### src/rtl/mul64_pkg.sv
package mul64_pkg;

    typedef enum logic [1:0] {
        ST_IDLE,
        ST_RUN,
        ST_FIN
    } mul_state_e;

    localparam logic [2:0] F3_LO     = 3'b000;
    localparam logic [2:0] F3_HI_SS  = 3'b001;
    localparam logic [2:0] F3_HI_SU  = 3'b010;
    localparam logic [2:0] F3_HI_UU  = 3'b011;

    typedef struct packed {
        logic sgn_a;
        logic sgn_b;
        logic hi_half;
        logic word;
        logic bad;
    } mul_ctl_t;

endpackage

### src/rtl/mul64_opdec.sv
module mul64_opdec
    import mul64_pkg::*;
(
    input  logic [2:0] op_i,
    input  logic       word_i,
    output mul_ctl_t   ctl_o
);

    always_comb begin
        ctl_o      = '0;
        ctl_o.word = word_i;
        case (op_i)
            F3_LO: begin
                ctl_o.hi_half = 1'b0;
            end
            F3_HI_SS: begin
                ctl_o.sgn_a   = 1'b1;
                ctl_o.sgn_b   = 1'b1;
                ctl_o.hi_half = 1'b1;
                ctl_o.bad     = word_i;
            end
            F3_HI_SU: begin
                ctl_o.sgn_a   = 1'b1;
                ctl_o.hi_half = 1'b1;
                ctl_o.bad     = word_i;
            end
            F3_HI_UU: begin
                ctl_o.hi_half = 1'b1;
                ctl_o.bad     = word_i;
            end
            default: begin
                ctl_o.bad = 1'b1;
            end
        endcase
        if (word_i) begin
            ctl_o.sgn_a = 1'b0;
            ctl_o.sgn_b = 1'b0;
        end
    end

endmodule

### src/rtl/mul64_iter.sv
module mul64_iter #(
    parameter int XLEN = 64,
    parameter int STEP = 4
) (
    input  logic              clk,
    input  logic              load_i,
    input  logic              step_i,
    input  logic              last_i,
    input  logic [XLEN-1:0]   mcand_i,
    input  logic [XLEN-1:0]   mplier_i,
    input  logic              neg_i,
    output logic [2*XLEN-1:0] prod_o
);

    localparam int PW = 2 * XLEN;
    localparam int AW = XLEN + STEP;

    logic [PW-1:0]      prod_q;
    logic [XLEN-1:0]    mcand_q;
    logic               neg_q;
    logic [AW-1:0]      pp [STEP];
    logic [AW-1:0]      acc;
    logic [PW+STEP-1:0] wide;
    logic [PW-1:0]      shifted;
    logic [PW-1:0]      nxt;

    genvar g;
    generate
        for (g = 0; g < STEP; g++) begin : g_pp
            assign pp[g] = prod_q[g] ? ({{STEP{1'b0}}, mcand_q} << g) : '0;
        end
    endgenerate

    always_comb begin
        acc = {{STEP{1'b0}}, prod_q[PW-1:XLEN]};
        for (int k = 0; k < STEP; k++) begin
            acc = acc + pp[k];
        end
        wide    = {acc, prod_q[XLEN-1:0]};
        shifted = wide[PW+STEP-1:STEP];
        nxt     = (last_i && neg_q) ? (~shifted + 1'b1) : shifted;
    end

    always_ff @(posedge clk) begin
        if (load_i) begin
            prod_q  <= {{XLEN{1'b0}}, mplier_i};
            mcand_q <= mcand_i;
            neg_q   <= neg_i;
        end else if (step_i) begin
            prod_q  <= nxt;
        end
    end

    assign prod_o = prod_q;

endmodule

### src/rtl/mul64_ctrl.sv
module mul64_ctrl
    import mul64_pkg::*;
#(
    parameter int NITER = 16
) (
    input  logic clk,
    input  logic rst_n,
    input  logic start_i,
    input  logic bad_i,
    input  logic hi_i,
    input  logic word_i,
    output logic load_o,
    output logic step_o,
    output logic last_o,
    output logic busy_o,
    output logic done_o,
    output logic bad_q_o,
    output logic hi_q_o,
    output logic word_q_o
);

    localparam int CW = (NITER > 1) ? $clog2(NITER) : 1;

    mul_state_e    state_q, state_d;
    logic [CW-1:0] cnt_q;
    logic          at_last;

    assign at_last = (cnt_q == CW'(NITER - 1));

    always_comb begin
        state_d = state_q;
        unique case (state_q)
            ST_IDLE: if (start_i) state_d = bad_i ? ST_FIN : ST_RUN;
            ST_RUN:  if (at_last) state_d = ST_FIN;
            ST_FIN:  state_d = ST_IDLE;
            default: state_d = ST_IDLE;
        endcase
    end

    always_ff @(posedge clk) begin
        if (!rst_n) state_q <= ST_IDLE;
        else        state_q <= state_d;
    end

    always_ff @(posedge clk) begin
        if (!rst_n) begin
            cnt_q    <= '0;
            bad_q_o  <= 1'b0;
            hi_q_o   <= 1'b0;
            word_q_o <= 1'b0;
        end else if (state_q == ST_IDLE && start_i) begin
            cnt_q    <= '0;
            bad_q_o  <= bad_i;
            hi_q_o   <= hi_i;
            word_q_o <= word_i;
        end else if (state_q == ST_RUN) begin
            cnt_q    <= cnt_q + 1'b1;
        end
    end

    always_comb begin
        load_o = 1'b0;
        step_o = 1'b0;
        last_o = 1'b0;
        busy_o = 1'b1;
        done_o = 1'b0;
        unique case (state_q)
            ST_IDLE: begin
                busy_o = 1'b0;
                load_o = start_i && !bad_i;
            end
            ST_RUN: begin
                step_o = 1'b1;
                last_o = at_last;
            end
            ST_FIN: begin
                done_o = 1'b1;
            end
            default: busy_o = 1'b0;
        endcase
    end

endmodule

### src/rtl/mul64_unit.sv
module mul64_unit
    import mul64_pkg::*;
#(
    parameter int XLEN = 64,
    parameter int STEP = 4
) (
    input  logic            clk,
    input  logic            rst_n,
    input  logic            start_i,
    input  logic [2:0]      op_i,
    input  logic            word_i,
    input  logic [XLEN-1:0] rs1_i,
    input  logic [XLEN-1:0] rs2_i,
    output logic            busy_o,
    output logic            done_o,
    output logic            illegal_o,
    output logic [XLEN-1:0] result_o
);

    localparam int HALF  = XLEN / 2;
    localparam int PW    = 2 * XLEN;
    localparam int NITER = XLEN / STEP;

    mul_ctl_t        ctl;
    logic [XLEN-1:0] a_sel, b_sel, mag_a, mag_b;
    logic            neg_a, neg_b;
    logic            load, step, last, bad_q, hi_q, word_q;
    logic [PW-1:0]   prod;

    mul64_opdec u_dec (
        .op_i   (op_i),
        .word_i (word_i),
        .ctl_o  (ctl)
    );

    always_comb begin
        a_sel = ctl.word ? {{HALF{1'b0}}, rs1_i[HALF-1:0]} : rs1_i;
        b_sel = ctl.word ? {{HALF{1'b0}}, rs2_i[HALF-1:0]} : rs2_i;
        neg_a = ctl.sgn_a && rs1_i[XLEN-1];
        neg_b = ctl.sgn_b && rs2_i[XLEN-1];
        mag_a = neg_a ? (~rs1_i + 1'b1) : a_sel;
        mag_b = neg_b ? (~rs2_i + 1'b1) : b_sel;
    end

    mul64_ctrl #(.NITER(NITER)) u_ctrl (
        .clk      (clk),
        .rst_n    (rst_n),
        .start_i  (start_i),
        .bad_i    (ctl.bad),
        .hi_i     (ctl.hi_half),
        .word_i   (ctl.word),
        .load_o   (load),
        .step_o   (step),
        .last_o   (last),
        .busy_o   (busy_o),
        .done_o   (done_o),
        .bad_q_o  (bad_q),
        .hi_q_o   (hi_q),
        .word_q_o (word_q)
    );

    mul64_iter #(.XLEN(XLEN), .STEP(STEP)) u_iter (
        .clk      (clk),
        .load_i   (load),
        .step_i   (step),
        .last_i   (last),
        .mcand_i  (mag_a),
        .mplier_i (mag_b),
        .neg_i    (neg_a ^ neg_b),
        .prod_o   (prod)
    );

    assign illegal_o = done_o && bad_q;

    always_comb begin
        result_o = '0;
        if (done_o && !bad_q) begin
            if (word_q)    result_o = {{HALF{prod[HALF-1]}}, prod[HALF-1:0]};
            else if (hi_q) result_o = prod[PW-1:XLEN];
            else           result_o = prod[XLEN-1:0];
        end
    end

endmodule

### config.mk
export PLATFORM = sky130hd
export DESIGN_NAME = mul64_unit
export DESIGN_NICKNAME = d
export VERILOG_FILES = /design/src/rtl/mul64_pkg.sv /design/src/rtl/mul64_opdec.sv /design/src/rtl/mul64_iter.sv /design/src/rtl/mul64_ctrl.sv /design/src/rtl/mul64_unit.sv
export SDC_FILE = /design/constraint.sdc
export NUM_CORES = 1
export LEC_CHECK = 0
export BUFFER_PORTS_ARGS = -buffer_cell sky130_fd_sc_hd__buf_2
export CELL_PAD_IN_SITES_DETAIL_PLACEMENT = 1
export CELL_PAD_IN_SITES_GLOBAL_PLACEMENT = 1
export CORE_MARGIN = 1.5
export CORE_UTILIZATION = 40
export CTS_CLUSTER_SIZE = 24
export DETAILED_ROUTE_END_ITERATION = 8
export PLACE_DENSITY_LB_ADDON = 0.1
export SETUP_SLACK_MARGIN = 0.4
export SLEW_MARGIN = 30
export SYNTH_ARGS = -nofsm -noshare
export SYNTH_HDL_FRONTEND = slang
export SYNTH_SLANG_ARGS = --single-unit
### constraint.sdc
create_clock -name clk -period 18.57 [get_ports clk]
set_input_delay 1.857 -clock clk [delete_from_list [all_inputs] [get_ports clk]]
set_output_delay 1.857 -clock clk [all_outputs]
set_load 0.02 [all_outputs]
# Word level (Yosys, flattened, before mapping)
# Index checks and enable logic that the tools add are counted.
# Widths: inputs -> output; s select.
[word_totals]
output_inout_bits = 67
regBits = 202
in_bits = 135
[op_classes]
mux = 28
reduce_logical = 17
n_eq_ne = 8
addsub = 8
n_bitwise = 5
[op_table]
columns = ["operator", "count"]
rows = [
  ["$mux 64", 10],
  ["$add 68x68->68", 3],
  ["$add 128x1->128 const B", 1],
  ["$add 64x1->64 const B", 2],
  ["$mux 128", 1],
  ["$not 128->128", 1],
  ["$not 64->64", 2],
  ["$mux 67", 1],
  ["$mux 66", 1],
  ["$add 64x64->65", 1],
  ["$mux 65", 1],
  ["$mux 1", 8],
  ["$mux 2", 4],
  ["$logic_and 1x1->1", 7],
  ["$eq 3x2->1 const B", 2],
  ["$reduce_or 2->1", 3],
  ["$add 4x1->4 const B", 1],
  ["$eq 4x4->1 const B", 1],
  ["$pmux 2 s2", 1],
  ["$eq 3x1->1 const B", 1],
  ["$logic_not 3->1", 1],
  ["$reduce_or 3->1", 1],
  ["$eq 2x1->1 const B", 1],
  ["$eq 2x2->1 const B", 1],
  ["9 further kinds", 10],
]

# Depth between registers and ports, before layout
# Gate-level depths: netlist of run 1.
[logic_depth]
ltp_word = 10
mapped_depth = 35

# Cells and area by module
# A second synthesis of run 1 with hierarchy kept.
[unflattened]
cells_unflattened = 3457
hier_area_um2 = 26382.8
[modules_own_cells]
columns = ["mod", "cells_per_inst", "area_each_um2", "n_inst"]
rows = [
  ["mul64_iter", 2567, 21037.7, 1],
  ["mul64_unit", 830, 4817.1, 1],
  ["mul64_ctrl", 52, 474.2, 1],
  ["mul64_opdec", 8, 53.8, 1],
]

# Worst setup path before layout of run 1
# OpenSTA, ideal clock, no wires.
[synth_timing]
path_kind = "register to register"
startpoint = "reg u_iter.prod_q[0], in the netlist u_iter.prod_o[0]"
endpoint = "reg u_iter.prod_q[127], in the netlist u_iter.prod_o[127]"
arrival_time_ns = 8.030
setup_ns = 0.095
slack_ns = 10.445
path_stages_with_launch = 35
period_less_slack_ns = 8.125
cell_sequence = "edfxtp_1 > clkbuf_1 > and2_1 > ha_1 > inv_1 > fa_1 > nor2b_1 > o21a_1 > o21ai_0 > a211oi_1 > o22ai_1 > o31ai_1 > a21boi_0 > o21ai_0 > nor2b_1 > a31oi_1 > xnor2_1 > fa_1 > inv_1 > fa_1 > inv_1 > ha_1 > clkbuf_1 > nand4_1 > or4_1 > nand2b_1 > a21oi_1 > or4_1 > a221oi_1 > a31oi_1 > nand3_1 > nor4b_1 > nand2_1 > or3_1 > o311ai_1"
[synth_between]
elab_chain_len = 8
[synth_rtl]
columns = ["item", "line_no", "source"]
rows = [
  ["from (decl)", "mul64_iter.sv:18", "logic [PW-1:0] prod_q;"],
  ["from (signal assigned)", "mul64_iter.sv:46", "prod_q <= {{XLEN{1'b0}}, mplier_i};"],
  ["from (signal assigned)", "mul64_iter.sv:50", "prod_q <= nxt;"],
  ["$mux 64 *", "mul64_iter.sv:30", "assign pp[g] = prod_q[g] ? ({{STEP{1'b0}}, mcand_q} << g) : '0;"],
  ["$add 64x64->65 *", "mul64_iter.sv:37", "acc = acc + pp[k];"],
  ["$add 68x68->68 * (3 in a row)", "mul64_iter.sv:37", ""],
  ["$not 128->128", "mul64_iter.sv:41", "nxt = (last_i && neg_q) ? (~shifted + 1'b1) : shifted;"],
  ["$add 128x1->128", "mul64_iter.sv:41", ""],
  ["$mux 128 *", "mul64_iter.sv:41", ""],
]
# Every way passes the cells marked *; elsewhere a longest branch is shown, timed or not.
# A chain may end at the register's enable or synchronous reset.

# Final worst setup path of run 1
# Ends and elaborated chain as after synthesis.

==> results of run 1 <==
-- cells in the final DEF, fill, tap and decap left out, types with 10 or more instances in the layout --
cell	instances
a2111oi_0	11
a211oi_1	90
a21o_1	59
a21oi_1	300
a221oi_1	10
a31oi_1	28
and2_1	199
and3_1	20
buf_2	201
buf_4	20
clkbuf_1	10
clkbuf_16	28
dfxtp_1	72
edfxtp_1	129
fa_1	127
ha_1	139
inv_1	284
mux2i_1	39
nand2_1	362
nand2b_1	47
nand3_1	63
nand3b_1	15
nand4_1	50
nor2_1	328
nor2b_1	54
nor3_1	82
nor4_1	39
o211ai_1	13
o21a_1	23
o21ai_0	161
o21ai_1	36
o21bai_1	22
o22ai_1	36
o31ai_1	35
o41ai_1	18
or2_2	19
or3_1	25
or4_1	22
xnor2_1	175
xor2_1	123
-- cell type report --
class | count | area (sq um) | share of cell area, %
Multi-Input combinational cell | 2937 | 20400 | 68.1
Sequential cell | 202 | 5340 | 17.8
Timing Repair Buffer | 222 | 1180 | 3.96
Tap cell | 873 | 1090 | 3.65
Inverter | 286 | 1080 | 3.60
Clock buffer | 44 | 821 | 2.74
Clock inverter | 6 | 42.5 | 0.142
-- logic make-up (layout without fill, tap and decap cells) --
group,Yosys count,in the layout,share of synthesized area [%]
compound gates,948,948,21.9
xor+xnor,299,299,9.57
fa+ha+maj,267,267,15.7
buf+inv,459,558,6.34
flops,202,202,19.5
mux,41,41,1.51
simple gates,1382,1382,25.5
-- worst paths after layout --
check,start,to,slack (ns),depth (start not counted)
worst max-delay path,u_iter.prod_o[0]$_DFFE_PP_,u_iter.prod_o[127]$_SDFFE_PP0P_,8.52,34
worst min-delay path,u_iter.prod_o[64]$_SDFFE_PP0P_,u_iter.prod_o[64]$_SDFFE_PP0P_,0.53,2
worst max register to register,u_iter.prod_o[0]$_DFFE_PP_,u_iter.prod_o[127]$_SDFFE_PP0P_,8.52,34
worst min register to register,u_iter.prod_o[64]$_SDFFE_PP0P_,u_iter.prod_o[64]$_SDFFE_PP0P_,0.53,2
-- routing by layer --
| layer | track usage, % | share of wire [%] | vias up |
|---|---|---|---|
| met5 | 0 | 0.016 | - |
| met4 | 17.1 | 6.7 | 4 |
| met3 | 2.89 | 3.2 | 201 |
| met2 | 52.6 | 49 | 487 |
| met1 | 34.2 | 41 | 13300 |
| li1 | - | - | 12800 |
-- worst max-delay path, delay by kind of cell (launching register included) --
| kind | cells | cell delay (ns) |
|---|---|---|
| xor+xnor | 1 | 0.16 |
| buf+inv | 5 | 0.78 |
| compound gates | 12 | 3.25 |
| fa+ha+maj | 5 | 2.15 |
| flops | 1 | 0.32 |
| simple gates | 11 | 3.24 |
-- sequential cells by signal, summed over array words and instances, names as in the netlist --
signal	flops
u_ctrl.hi_q_o	1
u_ctrl.bad_q_o	1
u_ctrl.cnt_q	4
u_iter.neg_q	1
u_ctrl.word_q_o	1
u_iter.prod_o	128
u_ctrl.state_q	2
u_iter.mcand_q	64
-- per-stage QoR --
| stage | power (mW) | worst slack [ns] |
|---|---|---|
| 6_report | 6.36 | 8.52 |
| 5_1_grt | 6.95 | 7.63 |
| 4_1_cts | 6.36 | 8.45 |
| 3_5_place_dp | 5.81 | 8.48 |
| 3_3_place_gp | 5.74 | 8.84 |
| 2_1_floorplan | 4.27 | 10.45 |
-- power by group --
part | internal (mW) | switching, mW | leakage (nW) | total (mW)
combinational | 1.70 | 3.39 | 10.2 | 5.09
clock | 0.301 | 0.216 | 0.426 | 0.518
sequential | 0.573 | 0.181 | 1.80 | 0.754
==> impl_metrics.ini, run 1 <==
[synth]
synth_top_area_share_pct = 14.1
synth_nets = 4000
yosys-top-cells-area = edfxtp_1, fa_1, ha_1, xnor2_1, a21oi_1
synth_edf_count = 129
ys_top_cells_by_count = nand2_1, nor2_1, a21oi_1
post-synth-top-count-cell = nand2_1
yosysWarnings = 0
synthCells = 3598
async_flop_share_pct = 0
yosysTopAreaCell = edfxtp_1
synthFlopType = edfxtp_1
postSynthRegisterBits = 202
synth.distinct_cells = 94
synth_seq_area_share_pct = 19.5
avgSynthCellArea_sq_um = 7.61
netlist_area_sq_um = 27400

[setup_path]
cp.arrival_ns = 10.53
worstPathMaxFanout = 65
cp-start-kind = flip-flop
crit_path_max_incr_delay_ns = 0.69
end_kind = flip-flop
critPathKind = flip-flop to flip-flop
slowest_stage = nor4b_1
worstPathRequired_ns = 19.05

[timing]
post-route-period-util_pct = 54.1
worst_slew_pin_slew_ns = 1.01
finalSetupTns_ns = 0
whs_ns = 0.527
min_period_ns = 10.05
rsz0062_at_grt = no
slew_violations = 0
hold_violations = 0
setup_viol = 0
skew_ns = 0.0232
fmax_mhz = 99.5
max-slew-margin-rel_pct = 32.1

[placement]
dpl-instance-area_sq_um = 29000
numPortBuffers = 201
place_hpwl_mm = 85.0
gp_congestion = 0.920
placed_cells = 4519

[layout]
diodes = 0
n_fill_cell = 8416
final_area_sq_um = 29900
syn_to_final_growth_pct = 9.31
post-route-util_pct = 44.4
final_nets = 4078
stdcell_count = 4570
layout-drive-gt1-share_pct = 8.79

[detailed_routing]
routed_wl_mm = 104
first_pass_iters = 5
via_per_inst = 5.87
routedWlPerCell_um = 22.7
drc = 0
ant_nets = 0
num_vias = 26800
drt_iter0_drc = 1380

[global_routing]
grt_max_degree = 88
grt_pass1_wl_mm = 162
grt_overflow = 0
grt_pass1_vias = 28300
grt_use_total_pct = 29.4
antenna_found_initial = 2

[clock_tree]
clockBufferDepth = 3
cts-root-buf = clkbuf_16
ctsHoldBuffers = 0
clock_latency_ns = 0.58
clkTransAtPathRegs_ns = 0.06
cts_num_sinks = 202
cts_setup_buffers = 0
cts_buffers = 27
cts_max_level = 1
cts_tree = done
cts_resized = 0

[floorplan]
io_pins = 202
die_area_sq_um = 70000
dieHeight_um = 265
num_rows = 95
die_w_um = 265
floorplan.initialDensity_pct = 40.6
core_area_sq_um = 67400

[pwr]
p_leak_nw = 12.5
power.density_nw_per_um2 = 213
ir_drop_mv = 0.105

[outcome]
outcome = finished, final reports clean

[worst_hold_path]
hp-class = flip-flop to flip-flop

[flow_run]
maxCapViolCount = 0
Note: power is estimated with default switching activity, not from simulation.
==> run 2, diff against run 1 <==
==> constraint.sdc (replaced) <==
create_clock -name clk -period 10.2 [get_ports clk]
set_input_delay 1.02 -clock clk [delete_from_list [all_inputs] [get_ports clk]]
set_output_delay 1.02 -clock clk [all_outputs]
set_load 0.02 [all_outputs]
==> run 2 against run 1 <==
  * Clock skew up 0.0057 ns
  * Count of clock-buffer cells in the layout down 3
  * Final area up 0.22%
  * Total power up 83%
  * Die area unchanged
  * Largest power group unchanged
  * First-iteration DRC count down 0.43%
  * Worst setup slack worse by 7.5 ns
  * Critical endpoint is now u_iter.prod_o[121]$_SDFFE_PP0P_
  * Critical path depth down 5
  * Combinational power up 84%
  * Core utilization up 0.098 points
  * Wire length up 1.2%
  * Clock power up 73%
==> impl_metrics.ini, run 2 (synthesized netlist as in run 1, its figures left out) <==
[flow_run]
maxCapViolCount = 0

[clock_tree]
ctsHoldBuffers = 0
clockBufferDepth = 3
clkTransAtPathRegs_ns = 0.06
cts_buffers = 26
cts_tree = done
cts_num_sinks = 202
cts-root-buf = clkbuf_16
cts_max_level = 1
clock_latency_ns = 0.58

[global_routing]
grt_max_degree = 81
antenna_found_initial = 0
grt_pass1_wl_mm = 163
grt_use_total_pct = 29.7
grt_overflow = 0
grt_pass1_vias = 28200

[setup_path]
critPathKind = flip-flop to flip-flop
ff2ff_path_depth = 29
end_kind = flip-flop
worstPathRequired_ns = 10.65
slowest_stage = o311ai_1
r2r-end = u_iter.prod_o[121]$_SDFFE_PP0P_
worstPathMaxFanout = 54
crit_family = compound AO/OA/AOI/OAI gates
crit_path_max_incr_delay_ns = 0.75
cp.depth = 29
cp-start-kind = flip-flop
cp_num_buf_inv = 5
reg2reg_slack_ns = 1.04
r2r_start = u_iter.prod_o[0]$_DFFE_PP_
cp.arrival_ns = 9.62

[layout]
syn_to_final_growth_pct = 9.55
layout-drive-gt1-share_pct = 9.12
final_area_sq_um = 30000
n_fill_cell = 8409
largest_register_ffs = 128
post-route-util_pct = 44.5
most-common-layout-cells = nand2_1, nor2_1, a21oi_1
final_common_cell = nand2_1
ff_latch_area_sq_um = 5340
multi_input_area_sq_um = 20400
final_nets = 4089

[floorplan]
core_area_sq_um = 67400
floorplan.initialDensity_pct = 40.6
dieHeight_um = 265
io_pins = 202
die_w_um = 265
num_rows = 95
die_area_sq_um = 70000

[worst_hold_path]
holdPathEnd = u_iter.prod_o[64]$_SDFFE_PP0P_
hp-class = flip-flop to flip-flop
worstHoldPathCells = 2
min_from = u_iter.prod_o[64]$_SDFFE_PP0P_

[placement]
gp_congestion = 0.912
place_hpwl_mm = 85.7
numPortBuffers = 201
dpl-instance-area_sq_um = 29100
pre_cts_slack_ns = 0.430

[timing]
rsz0062_at_grt = no
fin_ws_ns = 1.04
finalSetupTns_ns = 0
max-slew-margin-rel_pct = 33.7
post-route-period-util_pct = 89.8
skew_ns = 0.0289
worst_slew_pin_slew_ns = 0.988
fmax_mhz = 109
hold_violations = 0
slew_violations = 0
setup_viol = 0
min_period_ns = 9.16

[detailed_routing]
routed_wl_mm = 105
via_per_inst = 5.91
first_pass_iters = 5
routedWlPerCell_um = 22.9
num_vias = 27100
ant_nets = 0
drt_iter0_drc = 1374
drc = 0

[pwr]
ir_drop_mv = 0.166
power.density_nw_per_um2 = 388
power_mw = 11.7
p_leak_nw = 12.5

[outcome]
outcome = finished, final reports clean
==> run 2: worst reg2reg max path: cells and delay by family (launching register included) <==
family                     cells  cell delay [ns]
AOI/OAI and AO/OA             11             3.46
and+or+nand+nor                7             2.17
adders and majority gates      4             1.93
buffers and inverters          5             0.75
DFF                            1             0.36
xor gates and xnor gates       1             0.18
muxes                          1             0.17
==> run 2: per-stage QoR <==
stage / hold slack (ns) / cells
2_1_floorplan: 0.443 / 3598
3_3_place_gp: 0.506 / 4531
3_5_place_dp: 0.538 / 4531
4_1_cts: 0.544 / 4579
5_1_grt: 0.566 / 4580
6_report: 0.539 / 4582
==> run 2: final cells by class <==
cell class                 instances  share of cell area [%]
multi-input combinational       2937                    68.1
sequential                       202                    17.8
timing repair buffer             234                    4.20
tap                              873                    3.64
inverter                         286                    3.60
clock buffer                      41                    2.53
clock inverter                     7                   0.154
antenna                            2                  0.0167
==> run 2: worst max-delay path by stage <==
stage,to,start
2_1_floorplan,u_iter.prod_o[127]$_SDFFE_PP0P_,u_iter.prod_o[0]$_DFFE_PP_
3_3_place_gp,u_iter.prod_o[127]$_SDFFE_PP0P_,u_iter.prod_o[0]$_DFFE_PP_
3_5_place_dp,u_iter.prod_o[127]$_SDFFE_PP0P_,u_iter.prod_o[0]$_DFFE_PP_
4_1_cts,u_iter.prod_o[127]$_SDFFE_PP0P_,u_iter.prod_o[0]$_DFFE_PP_
5_1_grt,u_iter.prod_o[127]$_SDFFE_PP0P_,u_iter.prod_o[0]$_DFFE_PP_
6_report,u_iter.prod_o[121]$_SDFFE_PP0P_,u_iter.prod_o[0]$_DFFE_PP_
==> run 2: layer usage <==
layer / routed length [um] / up-vias / global-route usage, % / share of wire, %
met5: 0 / - / 0 / 0
met4: 6770 / 0 / 16.8 / 6.5
met3: 2670 / 173 / 1.82 / 2.5
met2: 52900 / 476 / 53.7 / 50
met1: 42600 / 13600 / 34.8 / 41
li1: - / 12900 / - / -
==> run 2: timing repair <==
| action | 4_1_cts | 5_1_grt |
|---|---|---|
| setup buffers | 0 | 1 |
| endpoints found under the setup margin | 1 | 23 |
| resized for setup | 2 | 13 |
==> run 2: where the power goes <==
group	internal, mW	switching, mW
Sequential	1.04	0.341
Combinational	3.17	6.20
Clock	0.508	0.387
Total	4.72	6.93
==> run 3, diff against run 2 <==
--- a/config.mk
+++ b/config.mk
@@ -13,6 +13,7 @@
 export CTS_CLUSTER_SIZE = 24
 export DETAILED_ROUTE_END_ITERATION = 8
 export PLACE_DENSITY_LB_ADDON = 0.1
+export REMOVE_ABC_BUFFERS = 1
 export SETUP_SLACK_MARGIN = 0.4
 export SLEW_MARGIN = 30
 export SYNTH_ARGS = -nofsm -noshare
==> constraint.sdc (replaced) <==
create_clock -name clk -period 9.9 [get_ports clk]
set_input_delay 0.99 -clock clk [delete_from_list [all_inputs] [get_ports clk]]
set_output_delay 0.99 -clock clk [all_outputs]
set_load 0.02 [all_outputs]
==> run 3 against run 2 <==
  * Clock power increased by 8.0%
  * Largest power group unchanged
  * Via count shrank 0.15%
  * Register-to-register slack got worse by 0.13 ns
  * Wire length shrank 0.76%
  * Highest routed layer unchanged
  * Non-clock buffer count shrank 2
  * Worst setup slack got worse by 0.13 ns
  * Global-route usage fell by 0.15 points
  * Maximum frequency rose by 1.8%
  * Final area increased by 0.11%
  * Combinational power grew 2.3%
  * Sequential cell count is the same
==> impl_metrics.ini, run 3 (synthesized netlist as in run 1, its figures left out) <==
[timing]
max-slew-margin-rel_pct = 33.0
fin_ws_ns = 0.903
skew_ns = 0.0171
setup_viol = 0
post-route-period-util_pct = 90.9
rsz0062_at_grt = yes
worst_slew_pin_slew_ns = 0.995
slew_violations = 0
hold_violations = 0
fmax_mhz = 111
finalSetupTns_ns = 0
min_period_ns = 9.00

[floorplan]
die_w_um = 265
floorplan.initialDensity_pct = 40.6
die_area_sq_um = 70000
core_area_sq_um = 67400
num_rows = 95
io_pins = 202
dieHeight_um = 265

[detailed_routing]
routed-wl-met2_mm = 52.4
via_per_inst = 5.91
wl_met3_mm = 3.47
routed.top_layer = met4
drt_iter0_drc = 1283
routed_wl_mm = 104
drc = 0
first_pass_iters = 5
routedWlPerCell_um = 22.7
ant_nets = 0
wl_met1_mm = 42.1
num_vias = 27100

[layout]
most-common-layout-cells = nand2_1, nor2_1, a21oi_1
syn_to_final_growth_pct = 9.68
final_nets = 4088
n_fill_cell = 8350
largest_register_ffs = 128
final_common_cell = nand2_1
final_area_sq_um = 30000
layout-drive-gt1-share_pct = 9.28

[clock_tree]
clock_latency_ns = 0.58
cts_num_sinks = 202
cts_buffers = 27
cts_max_level = 1
cts_tree = done
clockBufferDepth = 3
cts-root-buf = clkbuf_16
clkTransAtPathRegs_ns = 0.06

[outcome]
outcome = finished, final reports clean

[placement]
pre_cts_slack_ns = 0.369
place_hpwl_mm = 85.2
gp_congestion = 0.960
numPortBuffers = 201
dpl-instance-area_sq_um = 29100

[global_routing]
grt_use_total_pct = 29.5
grt_pass1_vias = 28500
antenna_found_initial = 0
grt_max_degree = 80
grt_overflow = 0
grt_pass1_wl_mm = 163

[pwr]
ir_drop_mv = 0.178
p_comb_share_pct = 80.1
internal-power_mw = 4.86
p_sw_mw = 7.11
switching_share_pct = 59.4
power_mw = 12.0
power.density_nw_per_um2 = 399
p_leak_nw = 12.5
p_clk_share_pct = 8.1
p_seq_share_pct = 11.8

[worst_hold_path]
hp-class = flip-flop to flip-flop

[setup_path]
crit_path_max_incr_delay_ns = 0.75
end_kind = flip-flop
worstPathMaxFanout = 12
slowest_stage = a211oi_1
cp-start-kind = flip-flop
worstPathRequired_ns = 10.38
cp.arrival_ns = 9.48
critPathKind = flip-flop to flip-flop

[flow_run]
maxCapViolCount = 0
[run 3: metrics by stage]
step / utilization (%) / hold slack (ns) / cells
detailed placement: 43.2 / 0.513 / 4530
finish: 44.6 / 0.515 / 4580
global route: 44.5 / 0.544 / 4579
global placement: 43.2 / 0.506 / 4530
CTS: 44.4 / 0.519 / 4579
floorplan: - / 0.443 / 3425
[run 3: critical path: cells and delay by family, from the launching register on]
| family | cells | cell delay [ns] |
|---|---|---|
| AO/OA/AOI/OAI | 11 | 3.38 |
| AND/OR/NAND/NOR | 8 | 2.27 |
| adder cells (fa/ha/maj) | 5 | 1.90 |
| XOR/XNOR | 2 | 0.52 |
| buffers and inverters | 3 | 0.46 |
| flip-flops | 1 | 0.36 |
[run 3: per-layer routing]
layer	GRT usage (%)	up-vias
li1	-	12800
met3	2.81	181
met4	14.7	0
met1	34.5	13500
met5	0	-
met2	53.7	510
[run 3: final timing paths]
check | start | cells after the start | endpoint | slack, ns
worst max-delay path | u_iter.prod_o[0]$_DFFE_PP_ | 29 | u_iter.prod_o[127]$_SDFFE_PP0P_ | 0.90
worst min register to register | u_iter.prod_o[64]$_SDFFE_PP0P_ | 2 | u_iter.prod_o[64]$_SDFFE_PP0P_ | 0.51
worst max register to register | u_iter.prod_o[0]$_DFFE_PP_ | 29 | u_iter.prod_o[127]$_SDFFE_PP0P_ | 0.90
worst min-delay path | u_iter.prod_o[64]$_SDFFE_PP0P_ | 2 | u_iter.prod_o[64]$_SDFFE_PP0P_ | 0.51
[run 3: final cells by class]
type	instances	area, sq um	share of cell area [%]
Timing Repair Buffer	232	1240	4.14
Clock inverter	10	53.8	0.179
Multi-Input combinational cell	2937	20400	68.0
Sequential cell	202	5340	17.8
Antenna cell	1	2.50	0.00833
Tap cell	873	1090	3.64
Inverter	286	1080	3.59
Clock buffer	39	792	2.64
[run 3: power groups by stage]
stage	Clock, mW	Sequential, mW	Combinational, mW
finish	0.967	1.41	9.59
global route	1.02	1.42	10.6
CTS	0.988	1.43	9.51
detailed placement	0	1.44	9.44
global placement	0	1.44	9.30
floorplan	0	1.21	6.76
[run 3: what timing repair did]
action,CTS,global route
hold buffers,0,0
pin swaps,0,0
setup endpoints to repair,2,24
buffers inserted,0,0
gates resized for setup,1,17
gates cloned,0,0
